**src/rtl/dram_ref_pkg.sv**
```systemverilog
package dram_ref_pkg;
  typedef enum logic [1:0] {
    CMD_NONE = 2'b00,
    CMD_PREA = 2'b01,
    CMD_REF  = 2'b10
  } cmd_e;

  typedef enum logic [1:0] {
    PWR_IDLE    = 2'b00,
    PWR_ACTIVE  = 2'b01,
    PWR_REFRESH = 2'b10
  } pwr_e;

  typedef enum logic [1:0] {
    ST_RUN,
    ST_PREP,
    ST_TRP,
    ST_TRFC
  } seq_e;
endpackage

```
**src/rtl/dram_refi_timer.sv**
```systemverilog
module dram_refi_timer #(
  parameter int T_REFI = 3900
) (
  input  logic clk,
  input  logic rst,
  output logic tick_o
);
  localparam int CW = $clog2(T_REFI + 1);

  logic [CW-1:0] cnt_q;

  // Reload happens on the request itself, so the pitch never drifts.
  always_ff @(posedge clk) begin
    if (rst) begin
      cnt_q <= CW'(T_REFI - 1);
    end else if (cnt_q == '0) begin
      cnt_q <= CW'(T_REFI - 1);
    end else begin
      cnt_q <= cnt_q - CW'(1);
    end
  end

  assign tick_o = (cnt_q == '0);
endmodule

```
**src/rtl/dram_ref_fsm.sv**
```systemverilog
module dram_ref_fsm
  import dram_ref_pkg::*;
#(
  parameter int NUM_BANKS = 8,
  parameter int T_RP      = 15,
  parameter int T_RFC     = 280
) (
  input  logic                 clk,
  input  logic                 rst,
  input  logic                 tick_i,
  input  logic [NUM_BANKS-1:0] bank_open_i,
  input  logic [NUM_BANKS-1:0] pre_ok_i,
  output cmd_e                 cmd_o,
  output logic                 block_o,
  output logic                 block_nxt_o
);
  localparam int WMAX   = (T_RP > T_RFC) ? T_RP : T_RFC;
  localparam int WAIT_W = $clog2(WMAX + 1);

  seq_e              st_q, st_d;
  logic [WAIT_W-1:0] wait_q, wait_d;
  cmd_e              cmd_d;
  logic              owe_q, owe_d;
  logic              any_open;
  logic              close_ok;

  assign any_open = |bank_open_i;
  assign close_ok = &(pre_ok_i | ~bank_open_i);

  always_comb begin
    st_d   = st_q;
    wait_d = wait_q;
    cmd_d  = CMD_NONE;
    owe_d  = owe_q | (tick_i && (st_q != ST_RUN));
    case (st_q)
      ST_RUN: begin
        if (tick_i || owe_q) begin
          st_d  = ST_PREP;
          owe_d = 1'b0;
        end
      end
      ST_PREP: begin
        if (!any_open) begin
          cmd_d  = CMD_REF;
          wait_d = WAIT_W'(T_RFC - 1);
          st_d   = ST_TRFC;
        end else if (close_ok) begin
          cmd_d  = CMD_PREA;
          wait_d = WAIT_W'(T_RP - 1);
          st_d   = ST_TRP;
        end
      end
      ST_TRP: begin
        if (wait_q == '0) begin
          cmd_d  = CMD_REF;
          wait_d = WAIT_W'(T_RFC - 1);
          st_d   = ST_TRFC;
        end else begin
          wait_d = wait_q - WAIT_W'(1);
        end
      end
      default: begin
        if (wait_q == '0) begin
          st_d = ST_RUN;
        end else begin
          wait_d = wait_q - WAIT_W'(1);
        end
      end
    endcase
  end

  assign block_nxt_o = (st_d != ST_RUN);

  always_ff @(posedge clk) begin
    if (rst) begin
      st_q    <= ST_RUN;
      wait_q  <= '0;
      cmd_o   <= CMD_NONE;
      owe_q   <= 1'b0;
      block_o <= 1'b0;
    end else begin
      st_q    <= st_d;
      wait_q  <= wait_d;
      cmd_o   <= cmd_d;
      owe_q   <= owe_d;
      block_o <= block_nxt_o;
    end
  end
endmodule

```
**src/rtl/dram_pwr_track.sv**
```systemverilog
module dram_pwr_track
  import dram_ref_pkg::*;
#(
  parameter int NUM_BANKS = 8,
  parameter int IDLE_W    = 32
) (
  input  logic                 clk,
  input  logic                 rst,
  input  logic                 refresh_nxt_i,
  input  logic [NUM_BANKS-1:0] bank_open_i,
  output pwr_e                 pwr_o,
  output logic [IDLE_W-1:0]    idle_cnt_o
);
  always_ff @(posedge clk) begin
    if (rst) begin
      pwr_o      <= PWR_IDLE;
      idle_cnt_o <= '0;
    end else begin
      if (refresh_nxt_i) begin
        pwr_o <= PWR_REFRESH;
      end else if (|bank_open_i) begin
        pwr_o <= PWR_ACTIVE;
      end else begin
        pwr_o <= PWR_IDLE;
      end
      if (pwr_o == PWR_IDLE) begin
        idle_cnt_o <= idle_cnt_o + IDLE_W'(1);
      end
    end
  end
endmodule

```
**src/rtl/dram_refresh_seq.sv**
```systemverilog
module dram_refresh_seq
  import dram_ref_pkg::*;
#(
  parameter int NUM_BANKS = 8,
  parameter int T_REFI    = 3900,
  parameter int T_RP      = 15,
  parameter int T_RFC     = 280,
  parameter int IDLE_W    = 32
) (
  input  logic                 clk,
  input  logic                 rst,
  input  logic [NUM_BANKS-1:0] bank_open_i,
  input  logic [NUM_BANKS-1:0] pre_ok_i,
  output logic [1:0]           cmd_o,
  output logic                 block_o,
  output logic [1:0]           pwr_o,
  output logic [IDLE_W-1:0]    idle_cnt_o
);
  logic tick;
  logic block_nxt;
  cmd_e cmd_q;
  pwr_e pwr_q;

  dram_refi_timer #(.T_REFI(T_REFI)) i_timer (
    .clk    (clk),
    .rst    (rst),
    .tick_o (tick)
  );

  dram_ref_fsm #(
    .NUM_BANKS (NUM_BANKS),
    .T_RP      (T_RP),
    .T_RFC     (T_RFC)
  ) i_fsm (
    .clk         (clk),
    .rst         (rst),
    .tick_i      (tick),
    .bank_open_i (bank_open_i),
    .pre_ok_i    (pre_ok_i),
    .cmd_o       (cmd_q),
    .block_o     (block_o),
    .block_nxt_o (block_nxt)
  );

  dram_pwr_track #(
    .NUM_BANKS (NUM_BANKS),
    .IDLE_W    (IDLE_W)
  ) i_pwr (
    .clk           (clk),
    .rst           (rst),
    .refresh_nxt_i (block_nxt),
    .bank_open_i   (bank_open_i),
    .pwr_o         (pwr_q),
    .idle_cnt_o    (idle_cnt_o)
  );

  assign cmd_o = cmd_q;
  assign pwr_o = pwr_q;
endmodule

```
**config.mk**
```make
export PLATFORM = sky130hd
export DESIGN_NAME = dram_refresh_seq
export DESIGN_NICKNAME = d
export VERILOG_FILES = /design/src/rtl/dram_ref_pkg.sv /design/src/rtl/dram_refi_timer.sv /design/src/rtl/dram_ref_fsm.sv /design/src/rtl/dram_pwr_track.sv /design/src/rtl/dram_refresh_seq.sv
export SDC_FILE = /design/constraint.sdc
export NUM_CORES = 1
export LEC_CHECK = 0
export CAP_MARGIN = 40
export CORE_MARGIN = 2
export CORE_UTILIZATION = 25
export DETAILED_ROUTE_END_ITERATION = 16
export PLACE_DENSITY_LB_ADDON = 0.12
export SKIP_LAST_GASP = 1
export SYNTH_ARGS = -nofsm -noshare
export SYNTH_HDL_FRONTEND = slang
export SYNTH_SLANG_ARGS = --single-unit
```
**constraint.sdc**
```tcl
create_clock -name clk -period 1.9 [get_ports clk]
set_clock_uncertainty 0.1 [all_clocks]
set_input_delay 0.38 -clock clk [delete_from_list [all_inputs] [get_ports clk]]
set_output_delay 0.38 -clock clk [all_outputs]
set_load 0.02 [all_outputs]
```
Word level (Yosys, flattened, before mapping):

Cells that the tools add are included.

* add/subtract/negate cells: 3
* equal/unequal tests: 4
* multiplexer cells: 19
* bitwise logic cells: 4
* reductions and logical operators: 13

Operators with widths (number)
* 9-bit two-way mux: 4
* 32-bit by 1-bit adder with 32-bit output (second input constant): 1
* 9-bit one-hot mux with 3 select lines: 1
* 2-bit two-way mux: 8
* 12-bit logical NOT: 1
* 12-bit by 1-bit subtractor with 12-bit output (second input constant): 1
* 9-bit logical NOT: 1
* 9-bit by 1-bit subtractor with 9-bit output (second input constant): 1
* 8-bit NOT: 1
* 8-bit OR: 1
* 8-bit AND reduction: 1
* 8-bit OR reduction: 1
* 3-bit != test (second input constant): 2
* 2-bit one-hot mux with 3 select lines: 1
* 2-bit logical NOT: 2
* 1-bit two-way mux: 4
* 2-bit one-hot mux with 2 select lines: 1
* 2-bit nonzero test: 2
* 2-bit OR reduction: 2
* 3-bit AND reduction: 1
* 2-bit by 1-bit equality test with 1-bit output (second input constant): 1
* 2-bit equality test (second input constant): 1
* 1-bit logical AND: 1
* 1-bit logical OR: 1
* other kinds (2): 2

* bits in registers: 61
* input bits: 18
* output and inout bits: 37
* logic and storage cells: 52

Depth between registers and ports, before layout:

Gate-level depths: netlist of run 1.

* word-level depth: 8
* gate-level depth with buffers: 8
* gate-level depth less buffers: 7

Cells and area by module:

From an unflattened synthesis of run 1, not the netlist that was laid out.

* cells, all modules: 371
* area total of the unflattened synthesis: 3373.2 sq um

Modules (own cells, without submodules)
* dram_pwr_track: instances 1, cells an instance 174, area each 1621.6 sq um, sequential area each 680.7 sq um
* dram_ref_fsm: instances 1, cells an instance 127, area each 1106.1 sq um, sequential area each 300.3 sq um
* dram_refi_timer: instances 1, cells an instance 70, area each 645.6 sq um, sequential area each 240.2 sq um

Worst setup path after synthesis of run 1:

No wires, ideal clock.

* kind: register -> register
* from: reg i_pwr.idle_cnt_o[0]
* to: reg i_pwr.idle_cnt_o[28]
* library setup time: 0.071 ns
* arrival time: 2.030 ns
* data required time: 1.729 ns
* setup slack: -0.300 ns
* cell stages (with the launch flop): 7
* path buffers: 0
* period minus slack after synthesis: 2.200 ns
* path through: dfxtp_1 ha_1 or3b_2 nor2_4 nand4_1 or3_1 a21oi_1

* longest elaborated chain between the ends: 1

RTL lines
* start: declaration: line dram_pwr_track.sv:12 `output logic [IDLE_W-1:0] idle_cnt_o`
* start signal: assignment: line dram_pwr_track.sv:27 `idle_cnt_o <= idle_cnt_o + IDLE_W'(1);`
* 32-bit by 1-bit adder with 32-bit output: line dram_pwr_track.sv:27

Every way passes these cells.
A chain may end at the register's enable or synchronous reset.

Worst setup path after layout of run 1:

* from: reg i_pwr.idle_cnt_o[1]
* to: reg i_pwr.idle_cnt_o[20]

Same word-level chain as after synthesis.

==> impl_metrics.ini, run 1 <==
[status]
status = completed

[min_path]
holdPathEnd = i_timer.cnt_q[0]
hold_class = register to register
min_from = i_timer.cnt_q[0]
min_path_cells = 1

[yosys]
synthesis.area_um2 = 2990
synth_edf_count = 0
yosysWarnings = 0
synth_cell_types = 55
syn_nets = 381
synth_cells = 354
async_flop_share = 0
seq_area_frac_synth = 0.4017
ys_seq_elements = 60
synthFlopType = dfxtp_1
syn_avg_cell_area_um2 = 8.447

[detailed_routing]
num_vias = 3029
routed_wl_um = 8424
first_pass_iters = 4
routedWlPerCell_um = 13.33
first_iter_violations = 209
routed_via_density = 4.793
postRouteAntennaNets = 0
drc = 0

[sta]
setup_viol = 0
slew_headroom = 0.7384
finalMaxSlewViolations = 0
hold_slack_ns = 0.3027
finalHoldViolCount = 0
setup_slack_ns = 0.01155
fmax_mhz = 529.5
fin_crit_ns = 1.888
fin_crit_sh = 0.9939
rsz0062_at_grt = true
worst_pin_slew_ns = 0.3883
timing.setup.tns_ns = 0

[floorplan]
num_rows = 39
die_y_um = 113.4
coreArea_um2 = 11560
initial_core_util = 0.2586
dieWidth_um = 113.4
ioPinCount = 55
die_area_um2 = 12850

[place]
gp_congestion = 0.8129
io_buffers = 54
place_ws_ns = -0.5691
placed_area_um2 = 4268
hpwl_um = 6177

[clock_network]
clk_latency_ns = 0.33
clock-root-buffer = clkbuf_16
clockBufferDepth = 2
cts_tree = built
cts_buffers = 9
cts.sinks = 60
cts_max_level = 3
clkTransAtPathRegs_ns = 0.05

[worst_setup_path]
required_ns = 2.07
ff2ff_path_depth = 7
endpoint_kind = register
rrSetupSlack_ns = 0.01
worstSetupStartpointType = register
reg2reg_to = i_pwr.idle_cnt_o[20]
worstSetupPathType = register to register
crit_fanout = 7
crit_arrival_ns = 2.05
r2r_start = i_pwr.idle_cnt_o[1]

[global_route]
gr-total-overflow = 0
grt_pass1_vias = 2846
grt_max_degree = 16
antenna_found_initial = 0
grt_pass1_wl_um = 13830
grt_use_total = 0.1348

[layout]
area_delta_synth_final_pct = 59.54
drive_gt1_frac = 0.3006
fin_nets = 511
regArea_um2 = 1224
fin_area_um2 = 4771
antenna_cells = 0
fillers = 1175
multi_input_area_um2 = 1901

[power_and_ir_drop]
ir_worst_vdd_mv = 0.3600
p_leak_nw = 2.073
powerDensity_nw_per_um2 = 621.5

[flow_run]
cap_violations = 0
[worst max path at each step]
stage,startpoint,slack [ns],depth (start not counted),end
5_1_grt,i_pwr.idle_cnt_o[1],-0.07,7,i_pwr.idle_cnt_o[30]
3_3_place_gp,bank_open_i[0],-0.45,6,i_fsm.wait_q[2]
6_report,i_pwr.idle_cnt_o[1],0.01,7,i_pwr.idle_cnt_o[20]
4_1_cts,i_pwr.idle_cnt_o[1],-0.003,7,i_pwr.idle_cnt_o[24]
3_5_place_dp,bank_open_i[3],-0.57,7,i_pwr.pwr_o[0]
2_1_floorplan,i_pwr.idle_cnt_o[0],0.003,6,i_pwr.idle_cnt_o[28]
[per-layer routing]
layer  global-route usage  share of wire  up-vias  routed length [um]
met5                    0              0        -                   0
met4              0.05854          0.018        0                 153
met1               0.1815           0.50     1402                4197
li1                     -              -     1544                   -
met2               0.2032           0.43       72                3655
met3              0.03613          0.050       11                 417
[stage by stage]
step                instances    util  total power (W)
finish                    632  0.4125         0.002965
CTS                       629  0.4008         0.003009
global placement          609  0.3690         0.001487
detailed placement        609  0.3690         0.001488
floorplan                 354       -         0.001391
global route              632  0.4125         0.003093
[logic make-up (layout without fill, tap and decap cells)]
| kind of cell | after synthesis | count (layout) | synth area share |
|---|---|---|---|
| AND/OR/NAND/NOR | 160 | 160 | 0.2816 |
| XOR/XNOR | 27 | 27 | 0.07908 |
| flip-flops | 60 | 60 | 0.4017 |
| adder cells (fa/ha/maj) | 9 | 9 | 0.03766 |
| buffers and inverters | 24 | 159 | 0.03347 |
| AO/OA/AOI/OAI | 74 | 74 | 0.1665 |
[synth_stat cells (4+ instances only)]
| library cell | number | area (um2) |
|---|---|---|
| nand2_1 | 30 | 112.6 |
| nand4_1 | 14 | 87.58 |
| nor2_1 | 42 | 157.7 |
| dfxtp_1 | 60 | 1201 |
| a21oi_1 | 23 | 115.1 |
| nor4_1 | 4 | 25.02 |
| o21ai_0 | 18 | 90.09 |
| inv_1 | 15 | 56.30 |
| ha_1 | 9 | 112.6 |
| o31ai_1 | 5 | 37.54 |
| xor2_1 | 15 | 131.4 |
| and4_1 | 5 | 43.79 |
| a211oi_1 | 4 | 30.03 |
| nand3_1 | 12 | 60.06 |
| nor3_1 | 11 | 55.05 |
| or3_1 | 12 | 75.07 |
| nor2b_1 | 7 | 43.79 |
| xnor2_1 | 12 | 105.1 |
| and3_1 | 7 | 43.79 |
[cells in the final DEF (no fill, tap or decap), types with 3 or more instances in the layout]
cell type,count
a21oi_1,20
a21oi_2,3
and2_1,3
and3_1,6
and4_1,4
buf_4,71
clkbuf_16,9
clkdlybuf4s50_1,25
dfxtp_1,46
dfxtp_2,12
dlygate4sd2_1,13
dlymetal6s2s_1,16
ha_1,4
ha_2,3
inv_1,11
inv_2,4
nand2_1,28
nand3_1,12
nand4_1,14
nor2_1,41
nor2b_4,6
nor3_1,10
nor4_1,4
o21ai_0,18
o31ai_1,4
or3_1,12
xnor2_1,12
xor2_1,15
[power breakdown]
part | total, W | internal (W) | switching (W) | leakage, nW
logic | 0.000190 | 0.0000968 | 0.0000935 | 1.45
clock network | 0.00149 | 0.000913 | 0.000580 | 0.129
registers | 0.00128 | 0.00127 | 0.0000101 | 0.492
[registers in the layout (all words and copies together) (netlist names)]
register          count
i_fsm.cmd_o           2
i_fsm.st_q            2
i_timer.cnt_q        12
i_pwr.pwr_o           2
i_fsm.wait_q          9
i_pwr.idle_cnt_o     32
i_fsm.owe_q           1
[final cells by class]
type / count / share of cell area
clock buffers: 12 / 0.05167
clock inverters: 4 / 0.005245
inverters: 15 / 0.01180
multi-input cells: 270 / 0.3984
flip-flops and latches: 60 / 0.2565
well taps: 143 / 0.03750
repair buffers: 128 / 0.2389
[critical path, stage by stage (launching register included)]
cell and delay, ns:
dfxtp_4 0.35, ha_4 0.13, or3b_4 0.39, nor2_4 0.11, buf_4 0.16, nand3_1 0.12
or3_1 0.33, a21oi_1 0.14
[repair_timing]
item                                    CTS  global route
gates cloned                              0             0
gates resized for setup                  35            36
hold buffers                              0             0
pin swaps                                13             8
setup buffers                             4             3
endpoints found under the setup margin   19            40
Note: power is estimated with default switching activity, not from simulation.
==> run 2: changes to the inputs <==
Settings changed: CORE_MARGIN 2 to 5, CTS_CLUSTER_SIZE set to 40.
==> run 2 against run 1 <==
  * Power increased by 2.3%
  * Hold slack got worse by 0.0068 ns
  * Largest power group unchanged
  * Clock-buffer cell count increased by 1
  * Critical path depth unchanged
  * Die area increased by 11%
  * Critical endpoint is now i_pwr.idle_cnt_o[24]
==> impl_metrics.ini, run 2 (synthesis gave the netlist of run 1 again) <==
[status]
status = completed

[layout]
drive_gt1_frac = 0.3000
multi_input_area_um2 = 1899
post-route-util = 0.4055
mostFrequentLayoutCells = buf_4 (71), dfxtp_1 (46), nor2_1 (42)
layout_commonest_cell = buf_4
regArea_um2 = 1224
fin_nets = 512
antenna_cells = 0
final_cell_count_no_fill = 637
top_regs = i_pwr.idle_cnt_o x32, i_timer.cnt_q x12, i_fsm.wait_q x9
largest_register_ffs = 32
area_delta_synth_final_pct = 60.84
top_register = i_pwr.idle_cnt_o
fillers = 1199

[worst_setup_path]
rrSetupSlack_ns = 0.0001
r2r_start = i_pwr.idle_cnt_o[0]
worst_path_largest_cell_delay_ns = 0.39
ff2ff_path_depth = 7
cp_num_buf_inv = 1
crit_fanout = 8
cpMaxStageDelayCell = or3b_4
reg2reg_to = i_pwr.idle_cnt_o[24]
startpoint = i_pwr.idle_cnt_o[0]
worstSetupPathType = register to register
required_ns = 2.06
endpoint_kind = register
crit_arrival_ns = 2.06
path_cells = ha_4, or3b_4, nor2_4, nand4_1, buf_6, or3_1, a21oi_1
worstSetupStartpointType = register
critical_path.top_delay_family = simple AND/OR/NAND/NOR gates

[detailed_routing]
first_iter_violations = 135
routedWlPerCell_um = 13.52
postRouteAntennaNets = 0
drc = 0
first_pass_iters = 4
routed_via_density = 4.826
routed_wl_um = 8613
num_vias = 3074

[floorplan]
initial_core_util = 0.2521
dieWidth_um = 119.4
ioPinCount = 55
die_area_um2 = 14250
die_y_um = 119.4
num_rows = 40
coreArea_um2 = 11860

[place]
io_buffers = 54
place_inst = 614
gp_congestion = 0.7648
hpwl_um = 6386

[min_path]
min_path_cells = 1
hold_class = register to register
holdPathEnd = i_timer.cnt_q[0]
min_from = i_timer.cnt_q[0]

[flow_run]
cap_violations = 0

[clock_network]
cts_buffers = 9
cts_max_level = 3
cts_tree = built
clockBufferDepth = 2
clkTransAtPathRegs_ns = 0.05
cts.sinks = 60
hold_buffers = 0
clock-root-buffer = clkbuf_16
clk_latency_ns = 0.33

[sta]
finalMaxSlewViolations = 0
fin_crit_sh = 0.9999
slew_headroom = 0.5872
worst_pin_slew_ns = 0.6170
rsz0062_at_grt = true
fmax_mhz = 526.4
fin_crit_ns = 1.900
finalHoldViolCount = 0
setup_viol = 0

[global_route]
gr-total-overflow = 0
grt_pass1_wl_um = 14700
grt_use_total = 0.1253
grt_pass1_vias = 3125
grt_max_degree = 20
antenna_found_initial = 0

[power_and_ir_drop]
ir_worst_vdd_mv = 0.2901
p_leak_nw = 2.190
powerDensity_nw_per_um2 = 630.6
## run 2: metrics by stage
stage | instance area (um2) | power [W] | setup WS, ns | setup TNS [ns] | hold WS (ns)
2_1_floorplan | 3079 | 0.001391 | 0.003115 | 0 | 0.2717
3_3_place_gp | 4268 | 0.001483 | -0.4788 | -6.128 | 0.2845
3_5_place_dp | 4268 | 0.001484 | -0.5159 | -6.458 | 0.2894
4_1_cts | 4652 | 0.003089 | -0.04612 | -0.1074 | 0.3015
5_1_grt | 4810 | 0.003178 | -0.1092 | -0.5680 | 0.3233
6_report | 4810 | 0.003033 | 0.0001266 | 0 | 0.2959
## run 2: cell type report
class                           count  share of cell area
Multi-Input combinational cell    270              0.3949
Sequential cell                    60              0.2544
Timing Repair Buffer              129              0.2404
Clock buffer                       13             0.05645
Tap cell                          147             0.03824
Inverter                           15             0.01171
Clock inverter                      3            0.003902
## run 2: how the worst max path moves through the flow
stage                            to  cells after the start  slack [ns]
2_1_floorplan  i_pwr.idle_cnt_o[28]                      6       0.003
3_3_place_gp        i_fsm.wait_q[2]                      7       -0.48
3_5_place_dp        i_fsm.wait_q[2]                      6       -0.52
4_1_cts             i_fsm.wait_q[7]                      8       -0.05
5_1_grt        i_pwr.idle_cnt_o[24]                      7       -0.11
6_report       i_pwr.idle_cnt_o[24]                      7      0.0001
## run 2: power by group
| part | switching [W] | leakage (nW) | internal (W) |
|---|---|---|---|
| Clock | 0.000565 | 0.145 | 0.000995 |
| Combinational | 0.0000949 | 1.55 | 0.0000947 |
| Sequential | 0.0000103 | 0.492 | 0.00127 |
| Total | 0.000671 | 2.19 | 0.00236 |
## run 2: repair_timing
action | 4_1_cts | 5_1_grt
buffers inserted | 2 | 5
pin swaps | 12 | 8
gates resized for setup | 38 | 38
setup endpoints to repair | 24 | 40
endpoints found under the hold margin | 0 | 0
gates cloned | 0 | 0
## run 2: routing by layer
| layer | global-route usage | wire length [um] | vias to the layer above |
|---|---|---|---|
| li1 | - | - | 1552 |
| met1 | 0.1623 | 4084 | 1433 |
| met2 | 0.1971 | 3892 | 76 |
| met3 | 0.03514 | 500 | 13 |
| met4 | 0.04939 | 135 | 0 |
| met5 | 0 | 0 | - |
